===== src/rtl/tsc_pkg.sv =====
package tsc_pkg;
   // word addresses on the register bus
   localparam int unsigned WA_MODE = 0;
   localparam int unsigned WA_LOW  = 1;
   localparam int unsigned WA_HIGH = 2;
endpackage


===== src/rtl/tsc_counter.sv =====
module tsc_counter #(
   parameter int unsigned CNT_W     = 64,
   parameter int unsigned FRAC_BITS = 3
) (
   input  logic             clk,
   input  logic             rst_n,
   input  logic             en,
   input  logic             load,
   input  logic [CNT_W-1:0] load_val,
   output logic [CNT_W-1:0] cnt
);
   localparam logic [CNT_W-1:0] STEP = CNT_W'(1) << FRAC_BITS;

   logic [CNT_W-1:0] load_masked;

   generate
      if (FRAC_BITS == 0) begin : g_nomask
         assign load_masked = load_val;
      end else begin : g_mask
         assign load_masked = {load_val[CNT_W-1:FRAC_BITS], {FRAC_BITS{1'b0}}};
      end
   endgenerate

   always_ff @(posedge clk or negedge rst_n) begin
      if (!rst_n)    cnt <= '0;
      else if (load) cnt <= load_masked;
      else if (en)   cnt <= cnt + STEP;
   end

   // step when enabled and not loading
   p_step_r3: assert property (@(posedge clk) disable iff (!rst_n)
      (!load && en) |=> (cnt - $past(cnt)) == STEP);
   // hold when disabled
   p_hold_r3: assert property (@(posedge clk) disable iff (!rst_n)
      (!load && !en) |=> $stable(cnt));

   generate
      if (FRAC_BITS > 0) begin : g_frac_chk
         // fractional bits stay clear
         p_frac_zero_r10: assert property (@(posedge clk) disable iff (!rst_n)
            cnt[FRAC_BITS-1:0] == '0);
      end
   endgenerate
endmodule


===== src/rtl/tsc_stage.sv =====
module tsc_stage #(
   parameter int unsigned BUS_W     = 32,
   parameter int unsigned FRAC_BITS = 3
) (
   input  logic             clk,
   input  logic             rst_n,
   input  logic             lo_wr,
   input  logic             hi_wr,
   input  logic [BUS_W-1:0] wdata,
   output logic [BUS_W-1:0] stage,
   output logic             pending
);
   logic [BUS_W-1:0] wmask;

   generate
      if (FRAC_BITS == 0) begin : g_nomask
         assign wmask = wdata;
      end else begin : g_mask
         assign wmask = {wdata[BUS_W-1:FRAC_BITS], {FRAC_BITS{1'b0}}};
      end
   endgenerate

   always_ff @(posedge clk or negedge rst_n) begin
      if (!rst_n) begin
         stage   <= '0;
         pending <= 1'b0;
      end else if (lo_wr) begin
         stage   <= wmask;
         pending <= 1'b1;
      end else if (hi_wr) begin
         pending <= 1'b0;
      end
   end

   // a low write arms the pending flag
   p_pending_set_r6: assert property (@(posedge clk) disable iff (!rst_n)
      lo_wr |=> pending);
   // a high write consumes the flag
   p_pending_clr_r7: assert property (@(posedge clk) disable iff (!rst_n)
      (hi_wr && !lo_wr) |=> !pending);
endmodule


===== src/rtl/tsc_capture.sv =====
module tsc_capture #(
   parameter int unsigned CNT_W = 64
) (
   input  logic             clk,
   input  logic             rst_n,
   input  logic             cap_en,
   input  logic [CNT_W-1:0] cnt_in,
   output logic [CNT_W-1:0] cap_q
);
   always_ff @(posedge clk or negedge rst_n) begin
      if (!rst_n)      cap_q <= '0;
      else if (cap_en) cap_q <= cnt_in;
   end

   // the captured copy only moves on a low-word read
   p_cap_frozen_r5: assert property (@(posedge clk) disable iff (!rst_n)
      !cap_en |=> $stable(cap_q));
   // a low-word read takes the live count of that edge
   p_cap_take_r4: assert property (@(posedge clk) disable iff (!rst_n)
      cap_en |=> cap_q == $past(cnt_in));
endmodule


===== src/rtl/split_timestamp_counter.sv =====
module split_timestamp_counter #(
   parameter int unsigned BUS_W       = 32,
   parameter int unsigned CNT_W       = 64,
   parameter int unsigned ADDR_W      = 2,
   parameter int unsigned FRAC_BITS   = 3,
   parameter int unsigned SYNC_EN_BIT = 19,
   parameter bit          REG_RDATA   = 1'b1
) (
   input  logic              clk,
   input  logic              rst_n,
   input  logic              bus_sel,
   input  logic              bus_we,
   input  logic [ADDR_W-1:0] bus_addr,
   input  logic [BUS_W-1:0]  bus_wdata,
   output logic [BUS_W-1:0]  bus_rdata
);
   import tsc_pkg::*;

   localparam logic [ADDR_W-1:0] A_MODE = ADDR_W'(WA_MODE);
   localparam logic [ADDR_W-1:0] A_LOW  = ADDR_W'(WA_LOW);
   localparam logic [ADDR_W-1:0] A_HIGH = ADDR_W'(WA_HIGH);

   generate
      if (CNT_W != 2 * BUS_W) begin : g_bad_width
         $error("count width must be twice the bus width");
      end
      if (SYNC_EN_BIT >= BUS_W) begin : g_bad_bit
         $error("sync enable bit outside the bus word");
      end
      if (FRAC_BITS >= BUS_W) begin : g_bad_frac
         $error("fractional bits must fit in the low word");
      end
      if (ADDR_W < 2) begin : g_bad_addr
         $error("address too narrow for three registers");
      end
   endgenerate

   logic wr_acc, rd_acc;
   logic mode_wr, lo_wr, hi_wr, lo_rd;
   logic sync_en;
   logic load;
   logic pending;
   logic [BUS_W-1:0] stage;
   logic [CNT_W-1:0] cnt, cap_q;
   logic [BUS_W-1:0] rd_mux;

   assign wr_acc  = bus_sel &  bus_we;
   assign rd_acc  = bus_sel & ~bus_we;
   assign mode_wr = wr_acc && (bus_addr == A_MODE);
   assign lo_wr   = wr_acc && (bus_addr == A_LOW);
   assign hi_wr   = wr_acc && (bus_addr == A_HIGH);
   assign lo_rd   = rd_acc && (bus_addr == A_LOW);
   assign load    = hi_wr & pending;

   always_ff @(posedge clk or negedge rst_n) begin
      if (!rst_n)       sync_en <= 1'b0;
      else if (mode_wr) sync_en <= bus_wdata[SYNC_EN_BIT];
   end

   tsc_counter #(.CNT_W(CNT_W), .FRAC_BITS(FRAC_BITS)) u_counter (
      .clk      (clk),
      .rst_n    (rst_n),
      .en       (sync_en),
      .load     (load),
      .load_val ({bus_wdata, stage}),
      .cnt      (cnt)
   );

   tsc_stage #(.BUS_W(BUS_W), .FRAC_BITS(FRAC_BITS)) u_stage (
      .clk     (clk),
      .rst_n   (rst_n),
      .lo_wr   (lo_wr),
      .hi_wr   (hi_wr),
      .wdata   (bus_wdata),
      .stage   (stage),
      .pending (pending)
   );

   tsc_capture #(.CNT_W(CNT_W)) u_capture (
      .clk    (clk),
      .rst_n  (rst_n),
      .cap_en (lo_rd),
      .cnt_in (cnt),
      .cap_q  (cap_q)
   );

   always_comb begin
      rd_mux = '0;
      if (rd_acc) begin
         if (bus_addr == A_MODE)      rd_mux[SYNC_EN_BIT] = sync_en;
         else if (bus_addr == A_LOW)  rd_mux = cnt[BUS_W-1:0];
         else if (bus_addr == A_HIGH) rd_mux = cap_q[CNT_W-1:BUS_W];
      end
   end

   generate
      if (REG_RDATA) begin : g_rd_reg
         logic [BUS_W-1:0] rdata_q;
         always_ff @(posedge clk or negedge rst_n) begin
            if (!rst_n) rdata_q <= '0;
            else        rdata_q <= rd_mux;
         end
         assign bus_rdata = rdata_q;
      end else begin : g_rd_comb
         assign bus_rdata = rd_mux;
      end
   endgenerate

   // a high write with nothing staged leaves the count as it would have been
   p_hi_ignored_r8: assert property (@(posedge clk) disable iff (!rst_n)
      (hi_wr && !pending && !sync_en) |=> $stable(cnt));
   // a consumed high write loads both halves
   p_load_r7: assert property (@(posedge clk) disable iff (!rst_n)
      (hi_wr && pending) |=> cnt[CNT_W-1:BUS_W] == $past(bus_wdata)
                             && cnt[BUS_W-1:0] == $past(stage));
   // staging a low word does not touch a stopped count
   p_stage_quiet_r6: assert property (@(posedge clk) disable iff (!rst_n)
      (lo_wr && !sync_en) |=> $stable(cnt));
endmodule


===== config.mk =====
export PLATFORM = sky130hd
export DESIGN_NAME = split_timestamp_counter
export DESIGN_NICKNAME = d
export VERILOG_FILES = /design/src/rtl/tsc_pkg.sv /design/src/rtl/tsc_counter.sv /design/src/rtl/tsc_stage.sv /design/src/rtl/tsc_capture.sv /design/src/rtl/split_timestamp_counter.sv
export SDC_FILE = /design/constraint.sdc
export NUM_CORES = 1
export LEC_CHECK = 0
export BUFFER_PORTS_ARGS = -buffer_cell sky130_fd_sc_hd__buf_2
export CAP_MARGIN = 40
export CORE_MARGIN = 2
export CORE_UTILIZATION = 50
export CTS_BUF_LIST = sky130_fd_sc_hd__clkbuf_16
export CTS_CLUSTER_DIAMETER = 30
export DETAILED_ROUTE_END_ITERATION = 8
export PLACE_DENSITY = 0.67
export SKIP_CTS_REPAIR_TIMING = 1
export SYNTH_ARGS = -nofsm -noshare
export SYNTH_HDL_FRONTEND = slang
export SYNTH_SLANG_ARGS = --single-unit

===== constraint.sdc =====
create_clock -name clk -period 3 [get_ports clk]
set_input_delay 0.3 -clock clk [delete_from_list [all_inputs] [get_ports clk]]
set_output_delay 0.3 -clock clk [all_outputs]
set_load 0.1 [all_outputs]

==> metrics.txt <==
Core Box Area=14420 um2; IO Port Bufs=69; Avg Cell Area, Syn=10.83 um2; RSZ-0062 raised after global routing=no; Fillers=1220; iteration count of the initial detailed-routing pass=5; HPWL Detailed=13070 um; hold_sp=bus_wdata[2]; Worst Path Max Fanout=11; final setup fails=0; clock net sink count=156; crit path kind=flop to flop; CTS root buffer=clkbuf_16; first-pass GRT wire length=31000 um; Hold Crit Endpoint=u_counter.cnt[34]; Reg area=3904 um2; Critical Path AT=2.95 ns; Core Util, Final=0.5951; number of global-route vias before repair=5595; Placed Cells=914; Top FF cell, synth=dfrtp_1; R2R Path End=u_counter.cnt[59]; CTS H-tree lvls=4; Detailed Route WL=18910 um; crit path capture type=flop; reg2reg setup slack=0.33 ns; Max-slew headroom=0.4331; die area=15670 um2; DRT iter0 DRCs=507; Avg Vias per Cell=6.008; final hold viol count=0; remaining antenna violation count=0; post-route setup TNS=0 ns; Pwr Density=792.1 nW/um2; outcome=complete, no violations; synthesized flop and latch total=156; async set-reset flop share out of synthesis=1.000; Worst Hold Depth=3; worst min path class=input port to flop; final hold slack=0.08445 ns; # diodes=0; clk buf depth=2; Synth cell types=52; most common cell after layout, fill and taps aside=dfrtp_1; Worst Reg-to-Reg Cells=6; die width=125.2 um; Post-synth EDFFs=0; worst skew pair latency=0.42 ns; drc violations=0; Clk pin slew, worst setup/hold paths=0.06 ns; reg2reg start=u_counter.cnt[21]; GRT overflow=0; Data required, critical path=3.28 ns; via count=5690; Slew Viols, Final=0; Synth Warn #=0; initial antenna violation count=0; Die H=125.2 um; pin slew with the least headroom to its limit=0.8426 ns; Fmax=374.4 MHz; largest net degree at the start of global routing=95; Total GRT Usage=0.2505; CP Launch Type=flop; most frequent cells in the layout=dfrtp_1, nand2_1, buf_2, mux2_2, o21ai_0; fin crit period=2.671 ns; max cap viols=0; NumNets Final=789; # IOs=70; Pleak=3.589 nW; layout cells sized above 1=0.2608; fin crit share=0.8903; gp weighted congestion=0.8743; detailed-route wire length per cell=19.97 um; CTS tree=yes; synthesized net count=717; Mapped Cells=678; synthesized area=7343 um2; area grow syn2layout=16.89%; Initial Util=0.5091; Non-Filler Instances=947; Peak VDD IR=443.0 uV; Cell Rows=44; Overall Power=6.799 mW; area of the multi-input gates=3244 um2; Fin Clk Skew=0.006899 ns; sequential share of the synthesized area=0.5316; Num CTS Buffers=17
==> registers in the layout, indices dropped and copies added (netlist names) <==
signal / cells
u_counter.cnt: 61
u_stage.pending: 1
sync_en: 1
u_capture.cap_q: 32
u_stage.stage: 29
bus_rdata: 32
==> final cells by class <==
| class | count | share of cell area |
|---|---|---|
| clock buffer | 17 | 0.04956 |
| multi-input combinational | 470 | 0.3780 |
| tap | 184 | 0.02682 |
| timing repair buffer | 95 | 0.06837 |
| clock inverter | 15 | 0.01808 |
| inverter | 10 | 0.004373 |
| sequential | 156 | 0.4548 |
==> synthesized netlist by cell type (all sizes together) (2+ instances only) <==
cell type  instances  area, um2
or3                5      32.53
o211a              2      20.02
nand4             26      177.7
and2              16      100.1
and3              15      93.84
a22o              29      255.3
or4                9      76.32
buf                8      38.78
mux2              62      698.2
xnor2             24      210.2
a21oi              7      35.03
o21ai             41      205.2
nand2b             3      18.77
inv               10      37.54
nor2b              4      25.02
or4b               2      20.02
nand2             71      266.5
nor4              23      158.9
nor2              31      116.4
nor3               9      45.04
xor2              11      96.34
o31ai              5      37.54
mux2i              9      90.09
nand4b             3      26.28
dfrtp            156       3904
a31o               3      26.28
and4              12      106.4
nand3             23      115.1
a31oi             14      87.58
clkbuf            34      130.1
==> layer usage <==
layer,vias to the layer above,GRT usage,part of all wire
met4,0,0.08889,0.021
li1,2615,-,-
met2,164,0.3804,0.46
met1,2884,0.3652,0.47
met5,-,0,0
met3,27,0.04365,0.047
==> kinds of logic after synthesis <==
group | synth area share
and+or+nand+nor | 0.1919
xor gates and xnor gates | 0.04174
DFF | 0.5316
AOI/OAI and AO/OA | 0.09763
adders and majority gates | 0.001704
muxes | 0.1073
buffers and inverters | 0.02811
==> worst max-delay path, cell delays in order, from the launching register on <==
cell,delay (ns)
dfrtp_1,0.49
nand4_4,0.15
or4_4,0.65
nor4_1,0.76
buf_4,0.24
a31o_2,0.14
a31oi_1,0.08
==> how the worst max path moves through the flow <==
stage | cells after the start | slack, ns | end | start
3_3_place_gp | 6 | 0.45 | u_counter.cnt[59] | u_counter.cnt[21]
6_report | 6 | 0.33 | u_counter.cnt[59] | u_counter.cnt[21]
2_1_floorplan | 7 | 0.60 | u_counter.cnt[50] | u_counter.cnt[21]
3_5_place_dp | 5 | 0.36 | u_counter.cnt[50] | u_counter.cnt[21]
4_1_cts | 6 | 0.36 | u_counter.cnt[59] | u_counter.cnt[21]
5_1_grt | 5 | 0.23 | u_counter.cnt[50] | u_counter.cnt[21]
==> report_power, final <==
part / total [mW] / switching (mW) / internal [mW]
sequential: 3.11 / 0.529 / 2.58
combinational: 1.55 / 0.903 / 0.643
clock: 2.15 / 0.857 / 1.29
==> through the flow <==
stage / setup WS (ns) / instance area (um2)
6_report: 0.3292 / 8583
4_1_cts: 0.3580 / 8573
3_3_place_gp: 0.4497 / 7993
2_1_floorplan: 0.5981 / 7343
5_1_grt: 0.2271 / 8583
3_5_place_dp: 0.3594 / 7993
Note: power is estimated with default switching activity, not from simulation.
